File: config.mk
export PLATFORM = sky130hd
export DESIGN_NAME = scb_bank
export DESIGN_NICKNAME = d
export VERILOG_FILES = /design/src/rtl/scb_pkg.sv /design/src/rtl/scb_decode.sv /design/src/rtl/scb_cell.sv /design/src/rtl/scb_readmux.sv /design/src/rtl/scb_bank.sv
export SDC_FILE = /design/constraint.sdc
export NUM_CORES = 1
export LEC_CHECK = 0
export BUFFER_PORTS_ARGS = -buffer_cell sky130_fd_sc_hd__buf_4
export CORE_MARGIN = 2
export CORE_UTILIZATION = 25
export DETAILED_ROUTE_END_ITERATION = 8
export HOLD_SLACK_MARGIN = 0.02
export PLACE_DENSITY_LB_ADDON = 0.15
export SYNTH_ARGS = -nofsm -noshare
export SYNTH_HDL_FRONTEND = slang
export SYNTH_SLANG_ARGS = --single-unit
File: constraint.sdc
create_clock -name clk -period 2.8 [get_ports clk]
set_input_delay 0.14 -clock clk [delete_from_list [all_inputs] [get_ports clk]]
set_output_delay 0.14 -clock clk [all_outputs]
set_load 0.02 [all_outputs]
File: src/rtl/scb_pkg.sv
package scb_pkg;

    // Operation chosen by address bits [3:2] of a write
    typedef enum logic [1:0] {
        OP_WRITE  = 2'd0,
        OP_SET    = 2'd1,
        OP_CLEAR  = 2'd2,
        OP_TOGGLE = 2'd3
    } scb_op_e;

    localparam int SLOT_LSB = 4;
    localparam int OP_LSB   = 2;

endpackage

File: src/rtl/scb_decode.sv
module scb_decode
    import scb_pkg::*;
#(
    parameter int ADDR_W   = 12,
    parameter int NUM_REGS = 8,
    parameter int IDX_W    = 3
) (
    input  logic                clk,
    input  logic                rst,
    input  logic [ADDR_W-1:0]   bus_addr,
    input  logic                bus_we,
    input  logic                bus_re,
    output logic [NUM_REGS-1:0] wr_sel,
    output scb_op_e             op,
    output logic                rd_ok,
    output logic [IDX_W-1:0]    rd_idx
);

    localparam int SLOT_W = ADDR_W - SLOT_LSB;

    logic [SLOT_W-1:0] slot;
    logic              aligned;
    logic              in_range;

    assign slot     = bus_addr[ADDR_W-1:SLOT_LSB];
    assign aligned  = (bus_addr[1:0] == 2'b00);
    assign in_range = (32'(slot) < 32'(NUM_REGS));
    assign rd_ok    = bus_re && aligned && in_range;
    assign rd_idx   = slot[IDX_W-1:0];

    always_comb begin
        unique case (bus_addr[OP_LSB+1:OP_LSB])
            2'd0:    op = OP_WRITE;
            2'd1:    op = OP_SET;
            2'd2:    op = OP_CLEAR;
            default: op = OP_TOGGLE;
        endcase
    end

    for (genvar i = 0; i < NUM_REGS; i++) begin : g_sel
        assign wr_sel[i] = bus_we && aligned && (32'(slot) == i);
    end

    // At most one register is written per access
    p_one_target_r6: assert property (@(posedge clk) disable iff (rst)
        $onehot0(wr_sel));

    // A misaligned access reaches no register
    p_misaligned_r10: assert property (@(posedge clk) disable iff (rst)
        (bus_addr[1:0] != 2'b00) |-> (wr_sel == '0 && !rd_ok));

    // A slot past the bank reaches no register
    p_out_of_range_r9: assert property (@(posedge clk) disable iff (rst)
        (32'(slot) >= 32'(NUM_REGS)) |-> (wr_sel == '0 && !rd_ok));

endmodule

File: src/rtl/scb_cell.sv
module scb_cell
    import scb_pkg::*;
#(
    parameter int DATA_W = 32
) (
    input  logic              clk,
    input  logic              rst,
    input  logic              wr_en,
    input  scb_op_e           op,
    input  logic [DATA_W-1:0] wdata,
    output logic [DATA_W-1:0] q
);

    logic [DATA_W-1:0] next_q;

    always_comb begin
        next_q = q;
        if (wr_en) begin
            unique case (op)
                OP_WRITE:  next_q = wdata;
                OP_SET:    next_q = q | wdata;
                OP_CLEAR:  next_q = q & ~wdata;
                OP_TOGGLE: next_q = q ^ wdata;
            endcase
        end
    end

    always_ff @(posedge clk) begin
        if (rst) begin
            q <= '0;
        end else begin
            q <= next_q;
        end
    end

    p_hold_r12: assert property (@(posedge clk) disable iff (rst)
        !wr_en |=> $stable(q));

    p_write_r2: assert property (@(posedge clk) disable iff (rst)
        (wr_en && op == OP_WRITE) |=> (q == $past(wdata)));

    p_set_r3: assert property (@(posedge clk) disable iff (rst)
        (wr_en && op == OP_SET) |=> ((q & $past(wdata)) == $past(wdata)));

    p_clear_r4: assert property (@(posedge clk) disable iff (rst)
        (wr_en && op == OP_CLEAR) |=> ((q & $past(wdata)) == '0));

    p_toggle_r5: assert property (@(posedge clk) disable iff (rst)
        (wr_en && op == OP_TOGGLE) |=> ((q ^ $past(q)) == $past(wdata)));

endmodule

File: src/rtl/scb_readmux.sv
module scb_readmux #(
    parameter int DATA_W   = 32,
    parameter int NUM_REGS = 8,
    parameter int IDX_W    = 3
) (
    input  logic                       clk,
    input  logic                       rst,
    input  logic                       rd_ok,
    input  logic [IDX_W-1:0]           rd_idx,
    input  logic [NUM_REGS*DATA_W-1:0] regs_flat,
    output logic [DATA_W-1:0]          rdata
);

    logic [DATA_W-1:0] words [NUM_REGS];

    for (genvar i = 0; i < NUM_REGS; i++) begin : g_word
        assign words[i] = regs_flat[i*DATA_W +: DATA_W];
    end

    always_ff @(posedge clk) begin
        if (rst) begin
            rdata <= '0;
        end else if (rd_ok) begin
            rdata <= words[rd_idx];
        end else begin
            rdata <= '0;
        end
    end

    // No accepted read means a zero result next cycle
    p_idle_zero_r7: assert property (@(posedge clk) disable iff (rst)
        !rd_ok |=> (rdata == '0));

endmodule

File: src/rtl/scb_bank.sv
module scb_bank
    import scb_pkg::*;
#(
    parameter int NUM_REGS = 8,
    parameter int ADDR_W   = 12,
    parameter int DATA_W   = 32
) (
    input  logic                       clk,
    input  logic                       rst,
    input  logic [ADDR_W-1:0]          bus_addr,
    input  logic                       bus_we,
    input  logic [DATA_W-1:0]          bus_wdata,
    input  logic                       bus_re,
    output logic [DATA_W-1:0]          bus_rdata,
    output logic [NUM_REGS*DATA_W-1:0] reg_q
);

    localparam int IDX_W = (NUM_REGS > 1) ? $clog2(NUM_REGS) : 1;

    logic [NUM_REGS-1:0] wr_sel;
    scb_op_e             op;
    logic                rd_ok;
    logic [IDX_W-1:0]    rd_idx;

    scb_decode #(
        .ADDR_W   (ADDR_W),
        .NUM_REGS (NUM_REGS),
        .IDX_W    (IDX_W)
    ) u_decode (
        .clk      (clk),
        .rst      (rst),
        .bus_addr (bus_addr),
        .bus_we   (bus_we),
        .bus_re   (bus_re),
        .wr_sel   (wr_sel),
        .op       (op),
        .rd_ok    (rd_ok),
        .rd_idx   (rd_idx)
    );

    for (genvar i = 0; i < NUM_REGS; i++) begin : g_cell
        scb_cell #(
            .DATA_W (DATA_W)
        ) u_cell (
            .clk   (clk),
            .rst   (rst),
            .wr_en (wr_sel[i]),
            .op    (op),
            .wdata (bus_wdata),
            .q     (reg_q[i*DATA_W +: DATA_W])
        );
    end

    scb_readmux #(
        .DATA_W   (DATA_W),
        .NUM_REGS (NUM_REGS),
        .IDX_W    (IDX_W)
    ) u_readmux (
        .clk       (clk),
        .rst       (rst),
        .rd_ok     (rd_ok),
        .rd_idx    (rd_idx),
        .regs_flat (reg_q),
        .rdata     (bus_rdata)
    );

    // Reset leaves the whole bank at zero
    p_reset_clear_r1: assert property (@(posedge clk) disable iff (rst)
        $fell(rst) |-> (reg_q == '0 && bus_rdata == '0));

endmodule

==> reports/results.ini, run 1 <==
[setup_path]
critPathLaunchType = input port
cp.required_ps = 3280
path_max_fanout = 69
worstPathArrival_ps = 2080
crit_type = input port to register
r2r_slack_ps = 1360
cp-end-kind = register

[finish]
final_util_pct = 30.15
syn2layout_area_growth_pct = 19.20
antenna_cells = 0
n_fill_cell = 11510
fin_nets = 3597
drive_above_1_share_pct = 27.40
design_area_um2 = 32910

[yosys]
ys.flop_type = dfxtp_1
ys_ff_latch = 288
synth-seq-area-share_pct = 20.89
synth_nets = 3421
syn_inst = 2861
yosysWarnings = 0
avgSynthCellArea_um2 = 9.649
ys_types = 26
syn_area_um2 = 27610
async_flop_share_pct = 0
synth-edff-count = 0

[detailed_routing]
drcViolationCount = 0
drtIter0Drc = 1614
avgRoutedWirePerCell_um = 24.30
post_drt_via_cell_ratio = 5.375
wl_mm = 110.4
firstDrtPassIters = 7
ant_nets = 0
vias = 24410

[floorplan]
initial_core_util_pct = 25.29
core_um2 = 109200
num_rows = 121
die_h_um = 336.3
die-area_um2 = 113100
fp.dieW_um = 336.3
pin_count = 336

[timing]
slew_headroom_pct = 44.06
finClkSkew_ps = 15.81
rsz0062_at_grt = false
period_share_pct = 57.19
holdWs_ps = 154.6
worstMarginPinSlew_ps = 839.1
min_period_ps = 1601
setup_viol = 0
timing_hold_violations_final = 0
drv_slew = 0
tns_ps = 0
max_freq_mhz = 624.5

[power_and_ir_drop]
leakagePower_uw = 0.01320
power.density_nw_per_um2 = 354.0
ir_worst_vdd_mv = 0.4185
total_power_uw = 11650

[clocking]
cts_inserted_buffers = 44
root_buffer = clkbuf_16
clock_sinks = 288
clk_pin_slew_ps = 60
clockBufferDepth = 3
cts_tree = done
h-tree-depth = 2
cts_resized = 0
clkLatencyLatePin_ps = 590

[job]
maxCapViolations = 0

[placed_design]
hpwl_mm = 67.15
placedInstanceArea_um2 = 31520
io_buffers = 335
gp_congestion = 0.7176

[global_routing]
first_global_vias = 23930
grt-ovfl-total = 0
antenna_found_initial = 1
grt_usage_pct = 18.90
grt_first_pass_wirelength_mm = 164.2
grt_start_max_net_pins = 114

[run_status]
run_status = complete, no violations

[hold_path]
min_path_type = input port to register

[worst paths after layout]
kind	from	endpoint	cells past startpoint
worst max-delay path	bus_addr[3]	g_cell[2].u_cell.q[10]	5
worst min-delay path	bus_addr[6]	u_readmux.rdata[20]	3
worst max register to register	g_cell[4].u_cell.q[7]	g_cell[4].u_cell.q[7]	5
worst min register to register	g_cell[6].u_cell.q[20]	g_cell[6].u_cell.q[20]	2
[layout by cell type, fill, tap and decap left out]
cell / netlist / routed
mux4_2: 64 / 64
mux2i_1: 32 / 32
nor2b_4: 0 / 2
nor4b_4: 1 / 1
buf_8: 1 / 4
bufinv_16: 0 / 1
clkbuf_1: 144 / 14
buf_12: 0 / 23
clkbuf_8: 0 / 10
clkinv_2: 0 / 5
a311oi_1: 256 / 256
and2_4: 0 / 1
a41oi_1: 256 / 256
nor4_4: 1 / 1
and4_2: 0 / 8
inv_6: 0 / 1
mux2_2: 256 / 256
clkbuf_16: 0 / 45
inv_1: 289 / 288
buf_4: 42 / 417
dfxtp_1: 288 / 288
dlygate4sd3_1: 0 / 1
nand2_1: 256 / 256
nor4_1: 1 / 1
a211o_1: 256 / 256
ha_1: 512 / 512
nor2_4: 0 / 1
nor2_1: 65 / 64
nor3_1: 1 / 1
nand4b_1: 1 / 1
[stage by stage]
step,cells,setup WS (ps)
2_1_floorplan,2861,1406
3_3_place_gp,4466,777.5
3_5_place_dp,4466,726.7
4_1_cts,4542,1259
5_1_grt,4542,1098
6_report,4542,1199
[power breakdown]
group          total [µW]  internal, µW  switching [µW]
combinational        1940           720            1220
clock                5600          3280            2320
sequential           4110          4100            4.51
[state kept, by name (all words and copies together) (netlist names)]
register         count
g_cell.u_cell.q    256
u_readmux.rdata     32
[cell usage after synthesis (8+ instances only)]
library cell    n  share of area [%]
ha_1          512                 23
inv_1         289                3.9
dfxtp_1       288                 21
a211o_1       256                8.1
a311oi_1      256                8.1
a41oi_1       256                8.1
mux2_2        256                 10
nand2_1       256                3.5
clkbuf_1      144                2.0
buf_2          92                1.7
nor2_1         65               0.88
mux4_2         64                5.2
buf_4          42                1.1
mux2i_1        32                1.2
buf_6          20               0.82
buf_1          16               0.22
and4_1          8               0.25
[worst max-delay path, cell delays in order]
cell and delay, ps:
dlygate4sd3_1 560, buf_8 420, buf_4 470, nand2_1 100
a311oi_1 300
[routing by layer]
metal	vias to the layer above	global-route usage (%)	part of all wire, %
met5	-	0	0
met1	12420	26.37	48
met4	0	4.980	2.3
met2	618	30.48	46
met3	125	2.439	4.4
li1	11250	-	-
[cell families after synthesis]
kind of cell | count (synthesis) | synth area share [%]
AOI/OAI and AO/OA | 768 | 24.37
and+or+nand+nor | 337 | 4.931
DFF | 288 | 20.89
muxes | 352 | 16.82
buffers and inverters | 604 | 9.786
adders and majority gates | 512 | 23.21
[layout make-up]
class	instances	area, µm²	area share, %
clock buffers	69	1316	4.000
flip-flops and latches	288	5766	17.52
multi-input cells	1969	19170	58.26
inverters	289	1090	3.312
clock inverters	6	55.05	0.1673
repair buffers	445	3661	11.13
well taps	1476	1847	5.612
[timing repair]
action	4_1_cts	5_1_grt
hold buffers	1	0
buffers inserted	0	0
hold endpoints to repair	1	0
Note: power is estimated with default switching activity, not from simulation.
==> inputs of run 2 (changes only) <==
- ABC_AREA: not set -> 1
- clock period: 2.8 -> 1.4 ns (I/O delays scaled with it)
==> run 2 against run 1 <==
Combinational power up 85%; sequential share of layout area down 0.72 points; sequential power up 100%; largest cell class unchanged.
==> reports/results.ini, run 2 <==
[run_status]
run_status = complete, no violations

[timing]
period_share_pct = 95.59
rsz0062_at_grt = false
slew_headroom_pct = 69.44
holdWs_ps = 58.07
max_freq_mhz = 747.2
drv_slew = 0
timing_hold_violations_final = 0
setup_viol = 0
worstMarginPinSlew_ps = 457.3
finClkSkew_ps = 12.10
min_period_ps = 1338

[setup_path]
cp.depth = 1
startpoint = g_cell[4].u_cell.q[6]
crit-reg2reg-capture = g_cell[6].u_cell.q[10]
critPathLaunchType = register
critPathMaxStageDelay_ps = 460
path_buf_inv = 1
cp-endpoint = reg_q[134]
worstPathArrival_ps = 1270
cp_slowest_cell = dfxtp_1
r2r_slack_ps = 120
cp.required_ps = 1330
r2r_start = g_cell[6].u_cell.q[10]
crit_chain = buf_4
crit_family = flip-flops
cp-end-kind = output pin
crit_type = register to output pin
path_max_fanout = 4
reg2reg_depth = 6

[detailed_routing]
firstDrtPassIters = 8
wl_mm = 120.7
ant_nets = 0
vias = 26730
avgRoutedWirePerCell_um = 20.96
drcViolationCount = 0
post_drt_via_cell_ratio = 4.642
drtIter0Drc = 1899

[yosys]
synth_common_cells = nand2_1 (1230), nor2_1 (683), ha_1 (512)
avgSynthCellArea_um2 = 6.550
synth_top_cell_by_area = ha_1
ys.flop_type = dfxtp_1
synth_nets = 4449
synth-seq-area-share_pct = 22.63
yosysWarnings = 0
ys_types = 18
async_flop_share_pct = 0
ys_ff_latch = 288
netlist.area_leader.share_pct = 25.15
yosys-top-cells-area = ha_1 (25%), dfxtp_1 (23%), nand2_1 (18%), nor2_1 (10%), o211ai_1 (8.5%)
synth-edff-count = 0
synth.most_common_cell = nand2_1
syn_inst = 3889
syn_area_um2 = 25470

[power_and_ir_drop]
ir_worst_vdd_mv = 0.6546
leakagePower_uw = 0.01634
total_power_uw = 23230
power.density_nw_per_um2 = 675.5

[global_routing]
grt-ovfl-total = 0
first_global_vias = 25560
grt_usage_pct = 22.71
grt_first_pass_wirelength_mm = 176.2
antenna_found_initial = 6
grt_start_max_net_pins = 54

[clocking]
cts_tree = done
h-tree-depth = 2
clockBufferDepth = 3
clock_sinks = 288
root_buffer = clkbuf_16
clkLatencyLatePin_ps = 610
cts_inserted_buffers = 44
clk_pin_slew_ps = 60

[finish]
antenna_cells = 0
n_fill_cell = 10920
final_common_cell = nand2_1
seq_area_um2 = 5777
drive_above_1_share_pct = 17.08
syn2layout_area_growth_pct = 34.99
largest_reg_flops = 256
design_area_um2 = 34390
reg_top3 = g_cell.u_cell.q (256), u_readmux.rdata (32)
fin_nets = 4919
layout_common_cells = nand2_1 (1219), nor2_1 (672), ha_1 (512)
multi_input_area_um2 = 17680
largest-register = g_cell.u_cell.q

[floorplan]
die_h_um = 323.2
num_rows = 117
core_um2 = 101400
die-area_um2 = 104500
initial_core_util_pct = 25.11
pin_count = 336
fp.dieW_um = 323.2

[placed_design]
placedInstanceArea_um2 = 32820
io_buffers = 335
hpwl_mm = 86.11
gp_congestion = 0.8026

[hold_path]
hold_start = bus_wdata[24]
min_path_type = input port to register

[job]
maxCapViolations = 0

==> run 2: repair_timing <==
action	4_1_cts	5_1_grt
gates cloned	0	0
gates resized for setup	8	2
hold buffers	13	0
buffers inserted	0	0
endpoints found under the hold margin	111	0
endpoints found under the setup margin	6	1
==> run 2: cell families after synthesis <==
family / synth area share (%)
AO/OA/AOI/OAI: 9.765
buffers and inverters: 8.454
flip-flops: 22.63
adder cells (fa/ha/maj): 25.15
AND/OR/NAND/NOR: 34.00
==> run 2: area by class of cell <==
type | instances | area share, %
Clock buffer | 64 | 3.773
Clock inverter | 14 | 0.3493
Inverter | 297 | 3.286
Multi-Input combinational cell | 3072 | 51.43
Sequential cell | 288 | 16.80
Tap cell | 1368 | 4.978
Timing Repair Buffer | 656 | 19.39
==> run 2: worst min path at each step <==
| stage | endpoint | slack, ps | cells past startpoint |
|---|---|---|---|
| 3_3_place_gp | bus_rdata[2] | 480 | 1 |
| 5_1_grt | g_cell[4].u_cell.q[31] | 80 | 5 |
| 3_5_place_dp | bus_rdata[16] | 480 | 1 |
| 2_1_floorplan | u_readmux.rdata[0] | 330 | 4 |
| 4_1_cts | g_cell[3].u_cell.q[6] | 20 | 5 |
| 6_report | g_cell[6].u_cell.q[24] | 60 | 5 |
==> run 2: stage by stage <==
| stage | util, % | setup TNS (ps) | worst slack, ps | cells |
|---|---|---|---|---|
| 2_1_floorplan | - | 0 | 205.5 | 3889 |
| 3_3_place_gp | 32.35 | -16120 | -118.2 | 5668 |
| 3_5_place_dp | 32.35 | -16140 | -106.1 | 5668 |
| 4_1_cts | 33.89 | 0 | 13.13 | 5759 |
| 5_1_grt | 33.89 | 0 | 2.846 | 5759 |
| 6_report | 33.89 | 0 | 61.71 | 5759 |
==> run 2: metal layers <==
layer  GRT usage (%)  up-vias  part of all wire (%)
met5               0        -                 0.011
met4           5.809        2                   2.5
met3           3.838      144                   5.6
met2           37.16      691                    46
met1           30.76    12490                    46
li1                -    13400                     -
==> run 2: where the power goes <==
group / internal (µW) / total [µW] / switching, µW / leakage, µW
sequential: 8200 / 8210 / 5.73 / 0.00232
combinational: 1360 / 3580 / 2220 / 0.0133
clock: 6750 / 11400 / 4690 / 0.000712
total: 16300 / 23200 / 6910 / 0.0163
